--- src/rtl/rwd_pkg.sv ---
package rwd_pkg;
  typedef enum logic [1:0] {
    RG_NONE = 2'd0,
    RG_CAN  = 2'd1,
    RG_GEN  = 2'd2,
    RG_FIX  = 2'd3
  } region_e;
endpackage

--- src/rtl/rwd_base_reg.sv ---
// Write-once window base plus legality check of the placed window.
module rwd_base_reg #(
  parameter int              ADDR_W    = 26,
  parameter int              PAGE_W    = 12,
  parameter logic [ADDR_W-1:0] WIN_LIMIT = 26'h1FFFFFF,
  parameter logic [ADDR_W-1:0] ROM_LO    = 26'h0000000,
  parameter logic [ADDR_W-1:0] ROM_HI    = 26'h03FFFFF,
  parameter logic [ADDR_W-1:0] RAM_LO    = 26'h1000000,
  parameter logic [ADDR_W-1:0] RAM_HI    = 26'h10FFFFF
) (
  input  logic                     clk,
  input  logic                     rst_n,
  input  logic                     base_we,
  input  logic [ADDR_W-PAGE_W-1:0] base_page,
  output logic                     locked,
  output logic                     active,
  output logic [ADDR_W-1:0]        win_start
);
  localparam int PN_W   = ADDR_W - PAGE_W;
  localparam int OFF_W  = PAGE_W + 2;
  localparam int N_GUARD = 3;
  localparam logic [ADDR_W-1:0] FIX_BASE = {{PN_W{1'b1}}, {PAGE_W{1'b0}}};
  localparam logic [ADDR_W-1:0] WIN_SPAN = ADDR_W'((1 << OFF_W) - 1);
  localparam logic [ADDR_W-1:0] G_LO [N_GUARD] = '{ROM_LO, RAM_LO, FIX_BASE};
  localparam logic [ADDR_W-1:0] G_HI [N_GUARD] = '{ROM_HI, RAM_HI, {ADDR_W{1'b1}}};

  logic [PN_W-1:0]    page_q;
  logic [ADDR_W-1:0]  win_end;
  logic [N_GUARD-1:0] clash;

  always_ff @(posedge clk or negedge rst_n) begin
    if (!rst_n) begin
      locked <= 1'b0;
      page_q <= '0;
    end else if (base_we && !locked) begin
      locked <= 1'b1;
      page_q <= base_page & ~PN_W'(3);
    end
  end

  assign win_start = {page_q, {PAGE_W{1'b0}}};
  assign win_end   = win_start + WIN_SPAN;

  for (genvar g = 0; g < N_GUARD; g++) begin : g_guard
    assign clash[g] = (win_start <= G_HI[g]) && (win_end >= G_LO[g]);
  end

  assign active = locked && (win_end <= WIN_LIMIT) && (clash == '0);
endmodule

--- src/rtl/rwd_region_map.sv ---
// Combinational address-to-target map with sub-region offsets.
module rwd_region_map
  import rwd_pkg::*;
#(
  parameter int ADDR_W  = 26,
  parameter int PAGE_W  = 12,
  parameter int CAN_END = 'h1200,
  parameter int GEN_END = 'h3000
) (
  input  logic [ADDR_W-1:0] addr,
  input  logic [ADDR_W-1:0] win_start,
  input  logic              win_active,
  output region_e           region,
  output logic [PAGE_W+1:0] offset
);
  localparam int OFF_W = PAGE_W + 2;
  localparam logic [ADDR_W-1:0] FIX_BASE = {{(ADDR_W-PAGE_W){1'b1}}, {PAGE_W{1'b0}}};
  localparam logic [OFF_W-1:0]  CAN_LIM  = OFF_W'(CAN_END);
  localparam logic [OFF_W-1:0]  GEN_LIM  = OFF_W'(GEN_END);

  logic [ADDR_W-1:0] rel;
  logic [OFF_W-1:0]  wofs;
  logic              in_fix, in_win;

  always_comb begin
    rel    = addr - win_start;
    wofs   = rel[OFF_W-1:0];
    in_fix = addr >= FIX_BASE;
    in_win = win_active && (addr >= win_start) && (rel[ADDR_W-1:OFF_W] == '0);
    region = RG_NONE;
    offset = '0;
    if (in_fix) begin
      region = RG_FIX;
      offset = {2'b00, addr[PAGE_W-1:0]};
    end else if (in_win) begin
      if (wofs < CAN_LIM) begin
        region = RG_CAN;
        offset = wofs;
      end else if (wofs < GEN_LIM) begin
        region = RG_GEN;
        offset = wofs - CAN_LIM;
      end else begin
        region = RG_FIX;
        offset = {2'b00, wofs[PAGE_W-1:0]};
      end
    end
  end
endmodule

--- src/rtl/reloc_win_decoder.sv ---
module reloc_win_decoder
  import rwd_pkg::*;
#(
  parameter int                ADDR_W    = 26,
  parameter int                PAGE_W    = 12,
  parameter logic [ADDR_W-1:0] WIN_LIMIT = 26'h1FFFFFF,
  parameter logic [ADDR_W-1:0] ROM_LO    = 26'h0000000,
  parameter logic [ADDR_W-1:0] ROM_HI    = 26'h03FFFFF,
  parameter logic [ADDR_W-1:0] RAM_LO    = 26'h1000000,
  parameter logic [ADDR_W-1:0] RAM_HI    = 26'h10FFFFF,
  parameter int                CAN_END   = 'h1200,
  parameter int                GEN_END   = 'h3000
) (
  input  logic                     clk,
  input  logic                     rst_n,
  input  logic                     base_we,
  input  logic [ADDR_W-PAGE_W-1:0] base_page,
  output logic                     base_locked,
  output logic                     win_active,
  input  logic                     acc_valid,
  output logic                     acc_ready,
  input  logic [ADDR_W-1:0]        acc_addr,
  output logic                     sel_valid,
  input  logic                     sel_ready,
  output logic                     sel_can,
  output logic                     sel_gen,
  output logic                     sel_fix,
  output logic [PAGE_W+1:0]        sel_off
);
  localparam int OFF_W = PAGE_W + 2;

  logic [ADDR_W-1:0] win_start;
  region_e           region_d, region_q;
  logic [OFF_W-1:0]  off_d, off_q;
  logic              valid_q;
  logic [3:1]        hot;

  rwd_base_reg #(
    .ADDR_W(ADDR_W), .PAGE_W(PAGE_W), .WIN_LIMIT(WIN_LIMIT),
    .ROM_LO(ROM_LO), .ROM_HI(ROM_HI), .RAM_LO(RAM_LO), .RAM_HI(RAM_HI)
  ) u_base (
    .clk(clk), .rst_n(rst_n), .base_we(base_we), .base_page(base_page),
    .locked(base_locked), .active(win_active), .win_start(win_start)
  );

  rwd_region_map #(
    .ADDR_W(ADDR_W), .PAGE_W(PAGE_W), .CAN_END(CAN_END), .GEN_END(GEN_END)
  ) u_map (
    .addr(acc_addr), .win_start(win_start), .win_active(win_active),
    .region(region_d), .offset(off_d)
  );

  assign acc_ready = !valid_q || sel_ready;

  always_ff @(posedge clk or negedge rst_n) begin
    if (!rst_n) begin
      valid_q  <= 1'b0;
      region_q <= RG_NONE;
      off_q    <= '0;
    end else if (acc_valid && acc_ready) begin
      valid_q  <= 1'b1;
      region_q <= region_d;
      off_q    <= off_d;
    end else if (sel_ready) begin
      valid_q  <= 1'b0;
    end
  end

  for (genvar i = 1; i < 4; i++) begin : g_hot
    assign hot[i] = valid_q && (region_q == region_e'(i));
  end

  assign sel_valid = valid_q;
  assign sel_can   = hot[1];
  assign sel_gen   = hot[2];
  assign sel_fix   = hot[3];
  assign sel_off   = off_q;
endmodule

--- config.mk ---
export PLATFORM = sky130hd
export DESIGN_NAME = reloc_win_decoder
export DESIGN_NICKNAME = d
export VERILOG_FILES = /design/src/rtl/rwd_pkg.sv /design/src/rtl/rwd_base_reg.sv /design/src/rtl/rwd_region_map.sv /design/src/rtl/reloc_win_decoder.sv
export SDC_FILE = /design/constraint.sdc
export NUM_CORES = 1
export LEC_CHECK = 0
export BUFFER_PORTS_ARGS = -buffer_cell sky130_fd_sc_hd__buf_2
export CAP_MARGIN = 20
export CORE_MARGIN = 8
export CORE_UTILIZATION = 43
export DETAILED_ROUTE_END_ITERATION = 10
export GPL_ROUTABILITY_DRIVEN = 0
export PLACE_DENSITY = 0.8
export SLEW_MARGIN = 20
export SYNTH_ARGS = -nofsm -noshare
export SYNTH_HDL_FRONTEND = slang
export SYNTH_SLANG_ARGS = --single-unit
--- constraint.sdc ---
create_clock -name clk -period 6.1 [get_ports clk]
set_clock_uncertainty 0.1 [all_clocks]
set_input_delay 0.61 -clock clk [delete_from_list [all_inputs] [get_ports clk]]
set_output_delay 0.61 -clock clk [all_outputs]
set_load 0.02 [all_outputs]
==> impl_metrics.csv <==
group,metric,value,unit
status,status,"finished, final reports clean",
yosys,synth_cells,229,
critical_path,r2r_end,"sel_off[12]",
job,cap_viol_max_count,0,
sta,hold_viol_final,0,
route,wl,5.42,mm
critical_path,slowest_stage,"or4_1",
sta,max_clock_freq,0.305,GHz
power_and_ir_drop,p_seq_frac,0.358,
power_and_ir_drop,pwr-share-comb,0.317,
yosys,synthTopCellsByArea,"dfrtp_1, ha_1, mux2i_1",
route,dr.pass1.iters,4,
critical_path,critPathMaxFanout,15,
critical_path,crit_chain,"buf_2, ha_1, and4_1, a21boi_1, or3_1, a22oi_1, nand4_1, or4_1, o31ai_1",
critical_path,r2r_start,"u_base.page_q[8]",
critical_path,cp-start-kind,"input port",
critical_path,cp.buffers_inverters,1,
sta,tightest_slew,0.943,ns
grt,grt_pass1_wl,8.92,mm
cells_and_area,multiInputGateArea,0.00121,mm²
yosys,synth-async-reset-ratio,1.00,
yosys,synth_edf_count,0,
route,vias,1929,
cells_and_area,area.growth.synth_to_final,22.3,%
die,fp.coreArea,0.00469,mm²
yosys,yosysMostFrequentCell,"dfrtp_1",
critical_path,slowest_delay,0.90,ns
sta,period_minus_slack,3.28,ns
clock_tree,cts_buffer_depth,2,
yosys,ys_types,55,
power_and_ir_drop,p_total,0.635,mW
route,antenna_left,0,
critical_path,critPathTopFamily,"simple AND/OR/NAND/NOR gates",
yosys,ys_top_cells_by_count,"dfrtp_1, nand2_1, a21oi_1, nor2_1, o21ai_0",
sta,relSlewSlack,0.370,
die,die_area,0.00727,mm²
grt,globalRoute.totalOverflow,0,
route,drc,0,
cells_and_area,diodes,0,
power_and_ir_drop,p_leak,1.24,nW
placed_design,dp_hpwl,4.36,mm
sta,finalSetupViolCount,0,
sta,rsz0062_at_grt,"no",
clock_tree,cts_tree,"yes",
grt,grt_pass1_vias,1970,
clock_tree,holdBufCountCts,0,
critical_path,required,6.18,ns
critical_path,reg2reg_depth,9,
yosys,synth_fp_nets,287,
grt,grt_max_degree,31,
critical_path,critical_path_arrival,3.36,ns
clock_tree,cts_resized,0,
cells_and_area,regArea,751,µm²
cells_and_area,nNetsFinal,352,
clock_tree,clock_sinks,30,
yosys,ys.warnings.count,0,
power_and_ir_drop,p_sw,0.206,mW
critical_path,crit_path_end_kind,"register",
worst_hold_path,hold_class,"input port to async pin",
placed_design,portBuffers,63,
route,post_drt_wl_per_cell,15.6,µm
clock_tree,cts.clk_slew.worst_paths,0.07,ns
sta,worst_slack,2.82,ns
grt,grt.total_usage,0.153,
sta,final_max_slew_viol_count,0,
clock_tree,clk_latency,0.28,ns
yosys,ys.flop_type,"dfrtp_1",
die,ioPinCount,66,
yosys,yosysTopAreaCellShare,0.364,
yosys,syn_avg_cell_area,9.02,µm²
placed_design,dp_slack,2.53,ns
power_and_ir_drop,ir_drop,0.000152,V
clock_tree,cts_root_buffer,"clkbuf_8",
yosys,synth_area,0.00206,mm²
critical_path,path_class,"input port to register",
yosys,ys_seq_elements,30,
power_and_ir_drop,pwr-share-clk,0.325,
sta,setup_tns,0,ns
die,num_rows,25,
route,avgViaCountPerCell,5.54,
die,die_h,85.3,µm
route,drt_iter0_drc,75,
power_and_ir_drop,power_per_cell_area,252,mW/mm²
clock_tree,cts_setup_buffers,0,
yosys,ys_seq_area_frac,0.364,
sta,fin_crit_sh,0.537,
power_and_ir_drop,switching_share,0.323,
grt,antenna_found_initial,0,
clock_tree,htree_num_levels,2,
cells_and_area,nFillCells,444,
clock_tree,numCtsBuffers,5,
yosys,synth_top_area_cell,"dfrtp_1",
critical_path,r2r_setup_slack,2.86,ns
die,die_w,85.3,µm
die,start_util,0.440,
cells_and_area,drive_gt1_frac,0.316,
power_and_ir_drop,p_int,0.430,mW
[per-stage QoR]
step	cell area (µm²)	hold WS [ns]	std cells	utilization
CTS	2520	0.282	348	0.538
global placement	2410	0.358	341	0.514
floorplan	2060	0.214	229	-
detailed placement	2410	0.362	341	0.514
finish	2520	0.264	348	0.538
global route	2520	0.324	348	0.538
[kinds of logic after synthesis]
group,after synthesis,synth area share
and+or+nand+nor,82,0.210
AOI/OAI and AO/OA,67,0.225
DFF,30,0.364
buffers and inverters,22,0.0515
adders and majority gates,13,0.0788
muxes,11,0.0539
xor gates and xnor gates,4,0.0170
[area by class of cell]
| class | count | share of cell area |
|---|---|---|
| Sequential cell | 30 | 0.297 |
| Multi-Input combinational cell | 177 | 0.478 |
| Clock buffer | 6 | 0.0327 |
| Inverter | 15 | 0.0223 |
| Tap cell | 54 | 0.0268 |
| Timing Repair Buffer | 65 | 0.131 |
| Clock inverter | 1 | 0.0119 |
[worst max path at each step]
stage | startpoint | slack (ns) | endpoint | depth (start not counted)
after floorplan | acc_addr[20] | 3.17 | region_q[1] | 10
after global placement | acc_addr[20] | 2.55 | sel_off[12] | 9
after detailed placement | acc_addr[20] | 2.53 | sel_off[12] | 9
after CTS | acc_addr[20] | 2.82 | sel_off[12] | 9
after global routing | acc_addr[20] | 2.71 | sel_off[13] | 9
final | acc_addr[20] | 2.82 | sel_off[12] | 9
[flip-flops by register name (all words and copies together) (netlist names)]
signal	count
sel_off	14
sel_valid	1
region_q	2
u_base.page_q	12
u_base.locked	1
[worst reg2reg max path, delay by kind of cell, from the launching register on]
family / cells / cell delay, ns
AOI/OAI and AO/OA: 3 / 0.64
adders and majority gates: 1 / 0.32
buffers and inverters: 1 / 0.10
DFF: 1 / 0.37
and+or+nand+nor: 4 / 1.62
[layer usage]
layer | up-vias | GRT usage | part of all wire
met5 | - | 0 | 0
li1 | 963 | - | -
met3 | 12 | 0.0463 | 0.058
met4 | 0 | 0.0557 | 0.020
met2 | 62 | 0.263 | 0.49
met1 | 892 | 0.173 | 0.43
[cells in the final DEF, fill, tap and decap left out, types with 2 or more instances in the layout]
cell	n
inv_1	15
o21ai_1	2
a22oi_1	2
mux2i_1	10
nand2_1	26
or3_1	2
nand4b_1	2
xnor2_1	3
dfrtp_1	30
nor2b_1	5
nor2_1	16
o21ai_0	16
nor4_1	3
a21oi_1	16
nand2b_1	2
nand4_1	7
and3_1	3
buf_2	63
o211ai_1	3
ha_1	13
a31oi_1	3
clkbuf_8	6
or2_2	2
buf_4	2
and2_2	2
and4_1	2
a21oi_2	10
[power by group through the flow]
stage | sequential (mW) | clock, mW | combinational [mW]
floorplan | 0.239 | 0 | 0.129
global route | 0.230 | 0.220 | 0.223
detailed placement | 0.231 | 0 | 0.200
finish | 0.228 | 0.206 | 0.201
global placement | 0.230 | 0 | 0.195
CTS | 0.228 | 0.209 | 0.201
No activity file was read; power rests on OpenSTA's default activity.
